$ cat config.mk
export PLATFORM = sky130hd
export DESIGN_NAME = wdog_twostage
export DESIGN_NICKNAME = d
export VERILOG_FILES = /design/src/rtl/wdog_pkg.sv /design/src/rtl/wdog_regs.sv /design/src/rtl/wdog_counter.sv /design/src/rtl/wdog_fsm.sv /design/src/rtl/wdog_twostage.sv
export SDC_FILE = /design/constraint.sdc
export NUM_CORES = 1
export LEC_CHECK = 0
export BUFFER_PORTS_ARGS = -buffer_cell sky130_fd_sc_hd__buf_2
export CORE_ASPECT_RATIO = 0.75
export CORE_MARGIN = 8
export CORE_UTILIZATION = 56
export DETAILED_ROUTE_END_ITERATION = 7
export PLACE_DENSITY = 0.77
export REMOVE_ABC_BUFFERS = 1
export SLEW_MARGIN = 20
export SYNTH_ARGS = -nofsm -noshare
export SYNTH_HDL_FRONTEND = slang
export SYNTH_SLANG_ARGS = --single-unit
$ cat constraint.sdc
create_clock -name clk -period 3.9 [get_ports clk]
set_input_delay 0 -clock clk [delete_from_list [all_inputs] [get_ports clk]]
set_output_delay 0 -clock clk [all_outputs]
set_load 0.01 [all_outputs]
$ cat src/rtl/wdog_pkg.sv
package wdog_pkg;

    localparam int IDX_W       = 4;
    localparam int NUM_PERIODS = 1 << IDX_W;
    localparam int ADDR_W      = 8;
    localparam int DATA_W      = 32;

    localparam logic [ADDR_W-1:0] OFS_CTRL  = 8'h00;
    localparam logic [ADDR_W-1:0] OFS_RANGE = 8'h04;
    localparam logic [ADDR_W-1:0] OFS_COUNT = 8'h08;
    localparam logic [ADDR_W-1:0] OFS_KICK  = 8'h0C;
    localparam logic [ADDR_W-1:0] OFS_STAT  = 8'h10;
    localparam logic [ADDR_W-1:0] OFS_ACK   = 8'h14;

    localparam logic [DATA_W-1:0] KICK_KEY = 32'h0000_0076;

    typedef enum logic [2:0] {
        ST_OFF,
        ST_ARMED,
        ST_WARNED,
        ST_FIRING,
        ST_HALTED
    } wd_state_e;

endpackage

$ cat src/rtl/wdog_regs.sv
module wdog_regs
    import wdog_pkg::*;
#(
    parameter int CW = 31
) (
    input  logic              clk,
    input  logic              rst_n,
    input  logic              bus_req,
    input  logic              bus_we,
    input  logic [ADDR_W-1:0] bus_addr,
    input  logic [DATA_W-1:0] bus_wdata,
    input  logic [CW-1:0]     cnt,
    input  logic              irq,
    output logic [DATA_W-1:0] bus_rdata,
    output logic              en,
    output logic              mode,
    output logic [IDX_W-1:0]  top_idx,
    output logic [IDX_W-1:0]  init_idx,
    output logic              en_set,
    output logic              kick,
    output logic              ack_rd
);

    logic wr, rd;

    assign wr = bus_req &&  bus_we;
    assign rd = bus_req && !bus_we;

    // Strobes towards the state machine
    assign en_set = wr && (bus_addr == OFS_CTRL) && bus_wdata[0] && !en;
    assign kick   = wr && (bus_addr == OFS_KICK) && (bus_wdata == KICK_KEY) && en;
    assign ack_rd = rd && (bus_addr == OFS_ACK);

    always_ff @(posedge clk or negedge rst_n) begin
        if (!rst_n) begin
            en       <= 1'b0;
            mode     <= 1'b0;
            top_idx  <= '0;
            init_idx <= '0;
        end else if (wr) begin
            if (bus_addr == OFS_CTRL) begin
                en   <= en | bus_wdata[0];
                mode <= bus_wdata[1];
            end
            if (bus_addr == OFS_RANGE) begin
                top_idx  <= bus_wdata[IDX_W-1:0];
                init_idx <= bus_wdata[2*IDX_W-1:IDX_W];
            end
        end
    end

    always_comb begin
        bus_rdata = '0;
        if (rd) begin
            unique case (bus_addr)
                OFS_CTRL:          bus_rdata = {{(DATA_W-2){1'b0}}, mode, en};
                OFS_RANGE:         bus_rdata = {{(DATA_W-2*IDX_W){1'b0}}, init_idx, top_idx};
                OFS_COUNT:         bus_rdata = DATA_W'(cnt);
                OFS_STAT, OFS_ACK: bus_rdata = {{(DATA_W-1){1'b0}}, irq};
                default:           bus_rdata = '0;
            endcase
        end
    end

    // the enable bit is sticky
    assert_en_sticky_R2: assert property (@(posedge clk) disable iff (!rst_n)
        en |=> en);

endmodule

$ cat src/rtl/wdog_counter.sv
module wdog_counter
    import wdog_pkg::*;
#(
    parameter int BASE_LOG2 = 16,
    parameter int CW        = BASE_LOG2 + NUM_PERIODS - 1
) (
    input  logic             clk,
    input  logic             rst_n,
    input  logic             load,
    input  logic [IDX_W-1:0] load_idx,
    input  logic             zero,
    input  logic             run,
    output logic [CW-1:0]    cnt,
    output logic             expire
);

    logic [CW:0]   wide;
    logic [CW-1:0] load_val;

    // 2^(BASE_LOG2+idx) - 1, computed one bit wider so the largest period fits
    assign wide     = ((CW+1)'(1) << (BASE_LOG2 + int'(load_idx))) - (CW+1)'(1);
    assign load_val = wide[CW-1:0];

    always_ff @(posedge clk or negedge rst_n) begin
        if (!rst_n)
            cnt <= '0;
        else if (zero)
            cnt <= '0;
        else if (load)
            cnt <= load_val;
        else if (run && cnt != '0)
            cnt <= cnt - 1'b1;
    end

    assign expire = run && (cnt == '0);

    // one step down per running cycle
    assert_count_step_R4: assert property (@(posedge clk) disable iff (!rst_n)
        (run && !load && !zero && cnt != '0) |=> (cnt == $past(cnt) - 1'b1));

endmodule

$ cat src/rtl/wdog_fsm.sv
module wdog_fsm
    import wdog_pkg::*;
#(
    parameter int RST_CYCLES = 8
) (
    input  logic clk,
    input  logic rst_n,
    input  logic en_set,
    input  logic kick,
    input  logic expire,
    input  logic ack_rd,
    input  logic mode,
    output logic load,
    output logic use_init,
    output logic zero,
    output logic run,
    output logic irq,
    output logic sys_rst
);

    localparam int PC_W = (RST_CYCLES > 1) ? $clog2(RST_CYCLES) : 1;
    localparam logic [PC_W-1:0] PC_LAST = PC_W'(RST_CYCLES - 1);

    wd_state_e       state, nxt;
    logic [PC_W-1:0] pcnt;

    // State register and pulse counter
    always_ff @(posedge clk or negedge rst_n) begin
        if (!rst_n) begin
            state <= ST_OFF;
            pcnt  <= '0;
        end else begin
            state <= nxt;
            pcnt  <= (state == ST_FIRING) ? pcnt + 1'b1 : '0;
        end
    end

    // Next state and counter commands
    always_comb begin
        nxt      = state;
        load     = 1'b0;
        use_init = 1'b0;
        zero     = 1'b0;
        unique case (state)
            ST_OFF: begin
                if (en_set) begin
                    nxt      = ST_ARMED;
                    load     = 1'b1;
                    use_init = 1'b1;
                end
            end
            ST_ARMED: begin
                if (kick) begin
                    load = 1'b1;
                end else if (expire) begin
                    if (mode) begin
                        nxt  = ST_WARNED;
                        load = 1'b1;
                    end else begin
                        nxt  = ST_FIRING;
                        zero = 1'b1;
                    end
                end
            end
            ST_WARNED: begin
                if (kick) begin
                    nxt  = ST_ARMED;
                    load = 1'b1;
                end else if (expire) begin
                    nxt  = ST_FIRING;
                    zero = 1'b1;
                end else if (ack_rd) begin
                    nxt = ST_ARMED;
                end
            end
            ST_FIRING: begin
                zero = 1'b1;
                if (pcnt == PC_LAST)
                    nxt = ST_HALTED;
            end
            ST_HALTED: begin
                zero = 1'b1;
            end
            default: nxt = ST_OFF;
        endcase
    end

    // Outputs decoded from the state register
    always_comb begin
        run     = (state == ST_ARMED) || (state == ST_WARNED);
        irq     = (state == ST_WARNED);
        sys_rst = (state == ST_FIRING);
    end

    // a kick while counting leaves no interrupt pending
    assert_kick_clears_R5: assert property (@(posedge clk) disable iff (!rst_n)
        (kick && run) |=> !irq);

    // direct-mode expiry fires reset next cycle
    assert_direct_bite_R7: assert property (@(posedge clk) disable iff (!rst_n)
        (state == ST_ARMED && expire && !kick && !mode) |=> sys_rst);

    // second expiry with the interrupt pending fires reset
    assert_second_bite_R8: assert property (@(posedge clk) disable iff (!rst_n)
        (irq && expire && !kick) |=> (sys_rst && !irq));

    // halted is final and silent
    assert_halt_final_R10: assert property (@(posedge clk) disable iff (!rst_n)
        (state == ST_HALTED) |=> (state == ST_HALTED && !sys_rst && !irq));

    // interrupt and reset never overlap
    assert_outputs_excl_R8: assert property (@(posedge clk) disable iff (!rst_n)
        !(irq && sys_rst));

endmodule

$ cat src/rtl/wdog_twostage.sv
module wdog_twostage
    import wdog_pkg::*;
#(
    parameter int BASE_LOG2  = 16,
    parameter int RST_CYCLES = 8
) (
    input  logic        clk,
    input  logic        rst_n,
    input  logic        bus_req,
    input  logic        bus_we,
    input  logic [7:0]  bus_addr,
    input  logic [31:0] bus_wdata,
    output logic [31:0] bus_rdata,
    output logic        irq,
    output logic        sys_rst
);

    localparam int CW = BASE_LOG2 + NUM_PERIODS - 1;

    logic             en, mode, en_set, kick, ack_rd;
    logic [IDX_W-1:0] top_idx, init_idx, load_idx;
    logic             load, use_init, zero, run, expire;
    logic [CW-1:0]    cnt;

    wdog_regs #(.CW(CW)) u_regs (
        .clk       (clk),
        .rst_n     (rst_n),
        .bus_req   (bus_req),
        .bus_we    (bus_we),
        .bus_addr  (bus_addr),
        .bus_wdata (bus_wdata),
        .cnt       (cnt),
        .irq       (irq),
        .bus_rdata (bus_rdata),
        .en        (en),
        .mode      (mode),
        .top_idx   (top_idx),
        .init_idx  (init_idx),
        .en_set    (en_set),
        .kick      (kick),
        .ack_rd    (ack_rd)
    );

    assign load_idx = use_init ? init_idx : top_idx;

    wdog_counter #(.BASE_LOG2(BASE_LOG2), .CW(CW)) u_cnt (
        .clk      (clk),
        .rst_n    (rst_n),
        .load     (load),
        .load_idx (load_idx),
        .zero     (zero),
        .run      (run),
        .cnt      (cnt),
        .expire   (expire)
    );

    wdog_fsm #(.RST_CYCLES(RST_CYCLES)) u_fsm (
        .clk      (clk),
        .rst_n    (rst_n),
        .en_set   (en_set),
        .kick     (kick),
        .expire   (expire),
        .ack_rd   (ack_rd),
        .mode     (mode),
        .load     (load),
        .use_init (use_init),
        .zero     (zero),
        .run      (run),
        .irq      (irq),
        .sys_rst  (sys_rst)
    );

endmodule

# Word level (Yosys, flattened, before mapping)
# Index checks and enable logic that the tools add are counted.
[totals]
reg_bits = 47
latchBits = 0
ramBits = 0
romBits = 0
inputBits = 44
out_inout_bits = 34
word_cells = 83
n_memories = 0
[op_classes]
add_sub_neg = 4
mul = 0
n_div = 0
magnitude_cmp = 0
n_eq_ne = 16
n_shift = 1
muxes = 29
bitwise = 2
n_reduce_logical = 24
[ops]
columns = ["op", "count"]
rows = [
  ["31-bit one-hot mux with 4 select lines", 1],
  ["31-bit two-way mux", 3],
  ["32-bit by 7-bit == test with 1-bit output, second input constant", 1],
  ["32-bit two-way mux", 1],
  ["1-bit by 32-bit left shift with 31-bit output, first input constant", 1],
  ["31-bit logical NOT", 1],
  ["31-bit nonzero test", 1],
  ["31-bit by 1-bit subtractor with 31-bit output, second input constant", 1],
  ["31-bit by 2-bit subtractor with 31-bit output, second input constant", 1],
  ["3-bit two-way mux", 8],
  ["8-bit by 4-bit == test with 1-bit output, second input constant", 2],
  ["8-bit by 5-bit == test with 1-bit output, second input constant", 2],
  ["3-bit one-hot mux with 5 select lines", 1],
  ["1-bit two-way mux", 12],
  ["1-bit logical AND", 11],
  ["8-bit by 3-bit == test with 1-bit output, second input constant", 1],
  ["8-bit logical NOT", 1],
  ["5-bit by 4-bit adder with 6-bit output, first input constant", 1],
  ["3-bit by 2-bit == test with 1-bit output, second input constant", 2],
  ["3-bit == test, second input constant", 2],
  ["2-bit inequality test, second input constant", 3],
  ["1-bit one-hot mux with 3 select lines", 2],
  ["6-bit AND reduction", 1],
  ["4-bit two-way mux", 1],
  ["other kinds (12)", 15],
]

# Depth between registers and ports, before layout
[depth]
word_depth = 12
depth_mapped = 15
depth_no_buf = 13

# Cells and area by module
# From an unflattened synthesis, not the netlist that was laid out.
[unflattened]
hier_cells = 379
area_unflattened_um2 = 3388.2
[modules_own_cells]
columns = ["module", "n_inst", "cells_per_inst", "area_each_um2", "seq_area_each_um2"]
rows = [
  ["wdog_counter", 1, 227, 1995.7, 775.7],
  ["wdog_regs", 1, 102, 902.1, 250.2],
  ["wdog_fsm", 1, 46, 445.4, 150.1],
  ["wdog_twostage", 1, 4, 45.0, 0.0],
]

# Worst setup path after synthesis
# No wires, ideal clock.
[synth_path]
kind = "register -> register"
start = "register u_fsm.state[2]"
end = "register u_cnt.cnt[28]"
t_arrival_ns = 3.221
t_required_ns = 3.777
setup_slack_ns = 0.556
stages_incl_launch_ff = 15
cell_sequence = "dfrtp_1 > clkbuf_1 > or3b_2 > nand2b_1 > nor2_1 > mux2i_1 > nand3_1 > ha_1 > clkbuf_1 > a32oi_1 > a31oi_1 > mux2i_1 > a2bb2oi_1 > o2bb2ai_1 > o2bb2ai_1"
[synth_via]
elab_chain_cells = 8
word_cells_on_any_way = 25
[synth_lines]
columns = ["item", "line_no", "source"]
rows = [
  ["start: declaration", "wdog_fsm.sv:24", "wd_state_e state, nxt;"],
  ["start signal: assignment", "wdog_fsm.sv:33", "state <= nxt;"],
  ["3-bit logical NOT, or another cell as far along", "wdog_fsm.sv:44", "unique case (state)"],
  ["1-bit two-way mux or 1-bit logical OR (tied branches)", "wdog_fsm.sv:44, wdog_fsm.sv:90", ""],
  ["4-bit two-way mux or 1-bit logical AND (tied branches)", "wdog_twostage.sv:44, wdog_counter.sv:35", ""],
  ["5-bit by 4-bit adder with 6-bit output or 1-bit two-way mux (tied branches)", "wdog_counter.sv:21, wdog_fsm.sv:55", ""],
  ["1-bit by 32-bit left shift with 31-bit output or 1-bit two-way mux (tied branches)", "wdog_counter.sv:21, wdog_fsm.sv:53", ""],
  ["31-bit by 2-bit subtractor with 31-bit output or 1-bit one-hot mux with 3 select lines (tied branches)", "wdog_counter.sv:21, wdog_fsm.sv:44", ""],
  ["31-bit two-way mux", "wdog_counter.sv:29", "else if (load)"],
  ["31-bit two-way mux", "wdog_counter.sv:27", "else if (zero)"],
  ["end signal: assignment", "wdog_counter.sv:30", "cnt <= load_val;"],
  ["end signal: assignment", "wdog_counter.sv:32", "cnt <= cnt - 1'b1;"],
  ["end: declaration", "wdog_counter.sv:13", "output logic [CW-1:0] cnt,"],
]
# Several ways; a longest one is shown, not always the timed one.
# A chain may end at the register's enable or synchronous reset.

# Worst setup path after layout
[layout_path]
start = "register u_fsm.state[2]"
end = "register u_cnt.cnt[22]"
# Same word-level chain as after synthesis.

==> impl_metrics.py <==
metrics = {
    "worst_setup_path": {
        "cp_max_fo": 12,
        "worstSetupPathType": "flip-flop to flip-flop",
        "critPathMaxStageDelay_ps": 470,
        "cp_slowest_cell": "dfrtp_1",
        "cp-end-kind": "flip-flop",
        "critPathLaunchType": "flip-flop",
        "critPathRequiredTime_ps": 4080,
        "crit_chain": "or3b_2, nand2b_1, nor2_2, mux2i_1, inv_1, nand3_1, ha_1, nand2_1, mux2_2, and4b_1, nor3_1, o21ai_0",
        "crit_arrival_ps": 3780,
    },
    "routing": {
        "vias": 4176,
        "antenna_left": 0,
        "drtIter0Drc": 377,
        "drc_errors": 0,
        "wl_per_cell_um": 18.7,
        "wirelength_um": 12000,
        "via_per_inst": 6.51,
        "drt_pre_antenna_iters": 5,
    },
    "clock_network": {
        "clockBufferDepth": 2,
        "cts_sinks": 47,
        "root_buffer": "clkbuf_8",
        "cts_made_buffers": 5,
        "clk_pin_slew_ps": 90,
        "postCtsSetupBuffers": 0,
        "h-tree-depth": 2,
        "cts_hold_buffers": 9,
        "cts_resized": 0,
        "clk-insertion-delay-late_ps": 300,
        "cts_tree": "done",
    },
    "power_and_ir_drop": {
        "p_leak_nw": 2.05,
        "power_density_nw_per_um2": 361,
        "vdd_drop_max_mv": 0.282,
    },
    "outcome": {
        "run_status": "finished, final reports clean",
    },
    "timing": {
        "holdWs_ps": 178,
        "fin_worst_skew_ps": 7.14,
        "finalCritPeriodShare": 0.925,
        "relSlewSlack": 0.378,
        "rsz0062_at_grt": "no",
        "finalHoldViolCount": 0,
        "layout_setup_ws_ps": 293,
        "finalSetupTns_ps": 0,
        "setup_viol": 0,
        "slew_violations": 0,
        "tightest_slew_ps": 925,
        "fmax_mhz": 277,
        "min_period_ps": 3610,
    },
    "cells_and_area": {
        "antenna_cells": 0,
        "layout_commonest_cell": "buf_2",
        "most-common-layout-cells": "buf_2, nor2_1, dfrtp_1",
        "post-route-util": 0.676,
        "syn_to_final_growth_pct": 17.3,
        "fin_nets": 604,
        "fillCellCount": 581,
        "drive_above_1_share": 0.237,
    },
    "synthesis": {
        "synth_cell_type_count": 72,
        "synth_seq_cells": 47,
        "synthesis.area_um2": 3900,
        "synth_flop_cell": "dfrtp_1",
        "synth-warning-count": 0,
        "synthCells": 481,
        "synth_edf_count": 0,
        "yosysSeqAreaShare": 0.302,
        "ys_async_sr_fraction": 1.00,
        "postSynthAreaPerCell_um2": 8.11,
    },
    "floorplanning": {
        "initial_core_util": 0.576,
        "rows": 26,
        "die_y_um": 88.3,
        "die_w_um": 112,
        "dieArea_um2": 9920,
        "core-area_um2": 6770,
        "ioPinCount": 78,
    },
    "placement": {
        "io_buffers": 76,
        "place_hpwl_um": 9020,
        "preCtsSetupSlack_ps": 325,
        "gp_congestion": 0.933,
    },
    "global_route": {
        "grt_max_degree": 48,
        "grt_pass1_wl_um": 19700,
        "gr-total-overflow": 0,
        "grt_pass1_vias": 3955,
        "grtUsageTotal": 0.242,
        "antenna_found_initial": 0,
    },
    "flow_run": {
        "drv_cap": 0,
    },
    "min_path": {
        "hold_path_class": "input pin to flip-flop",
    },
}
## worst paths after layout
kind,depth (start not counted),start,slack (ps),end
worst max-delay path,12,u_fsm.state[2],290,u_cnt.cnt[22]
worst min-delay path,5,bus_addr[6],180,u_regs.mode
worst max register to register,12,u_fsm.state[2],290,u_cnt.cnt[22]
worst min register to register,1,u_fsm.pcnt[0],450,u_fsm.pcnt[0]
max in group asynchronous,3,rst_n,3140,u_regs.top_idx[1]
min in group asynchronous,3,rst_n,330,u_fsm.pcnt[0]
## layout make-up
cell class / instances / area (µm²) / share of cell area
timing repair buffer: 95 / 546 / 0.119
tap: 84 / 105 / 0.0230
clock buffer: 5 / 68.8 / 0.0151
clock inverter: 3 / 67.6 / 0.0148
multi-input combinational: 396 / 2570 / 0.562
inverter: 11 / 41.3 / 0.00903
sequential: 47 / 1180 / 0.257
## through the flow
step	instance area, µm²	total power (W)	cells
after floorplan	3780	0.00105	454
after global placement	4340	0.00119	624
after detailed placement	4340	0.00121	624
after CTS	4570	0.00165	641
after global routing	4570	0.00175	641
final	4570	0.00165	641
## where the power goes
part           internal, W  switching (W)
Combinational     0.000203       0.000288
Clock             0.000256       0.000176
Sequential        0.000579       0.000147
Total              0.00104       0.000612
## critical path, delay by kind of cell, from the launching register on
kind            cells  cell delay, ps
fa+ha+maj           1             420
buf+inv             1              70
compound gates      1              90
simple gates        7            1660
flops               1             470
mux                 2             770
## routing by layer
metal	share of wire	vias to the layer above	GRT usage
met5	0	-	0
met4	0.0092	0	0.0549
met3	0.082	13	0.0477
met2	0.47	180	0.402
met1	0.44	2004	0.322
li1	-	1979	-
## cell usage after synthesis, types with 4 or more instances
master / number / area (µm²)
ha_1: 4 / 50.1
and2_1: 27 / 169
nor4_1: 17 / 106
nand2b_1: 10 / 62.6
or3b_2: 4 / 35.0
o21ai_0: 24 / 120
or2_2: 5 / 31.3
xnor2_1: 4 / 35.0
a31oi_1: 9 / 56.3
inv_1: 11 / 41.3
a211oi_1: 5 / 37.5
clkbuf_1: 18 / 67.6
nand3_1: 12 / 60.1
nor2_1: 56 / 210
nand2_1: 39 / 146
nand4_1: 8 / 50.1
o22ai_1: 5 / 31.3
dfrtp_1: 47 / 1180
buf_2: 5 / 25.0
o211ai_1: 16 / 120
nor3_1: 17 / 85.1
nor4b_1: 7 / 61.3
and3_1: 10 / 62.6
mux2_2: 11 / 124
o21ai_1: 6 / 30.0
or3_1: 7 / 43.8
a22oi_1: 8 / 60.1
mux2i_1: 11 / 110
a32oi_1: 4 / 35.0
a21oi_1: 11 / 55.1
## state kept, by name (all words and copies together), names as in the netlist
| name | flops |
|---|---|
| u_cnt.cnt | 31 |
| u_regs.init_idx | 4 |
| u_regs.top_idx | 4 |
| u_fsm.pcnt | 3 |
| u_fsm.state | 3 |
| u_regs.en | 1 |
| u_regs.mode | 1 |
## cells by family after synthesis
group / count (synthesis) / share of synthesized area
AO/OA/AOI/OAI: 117 / 0.208
XOR/XNOR: 4 / 0.00898
adder cells (fa/ha/maj): 4 / 0.0128
buffers and inverters: 38 / 0.0420
flip-flops: 47 / 0.302
multiplexers: 22 / 0.0600
other: 1 / 0.000962
AND/OR/NAND/NOR: 248 / 0.366
Power figures use the tool's default switching activity.
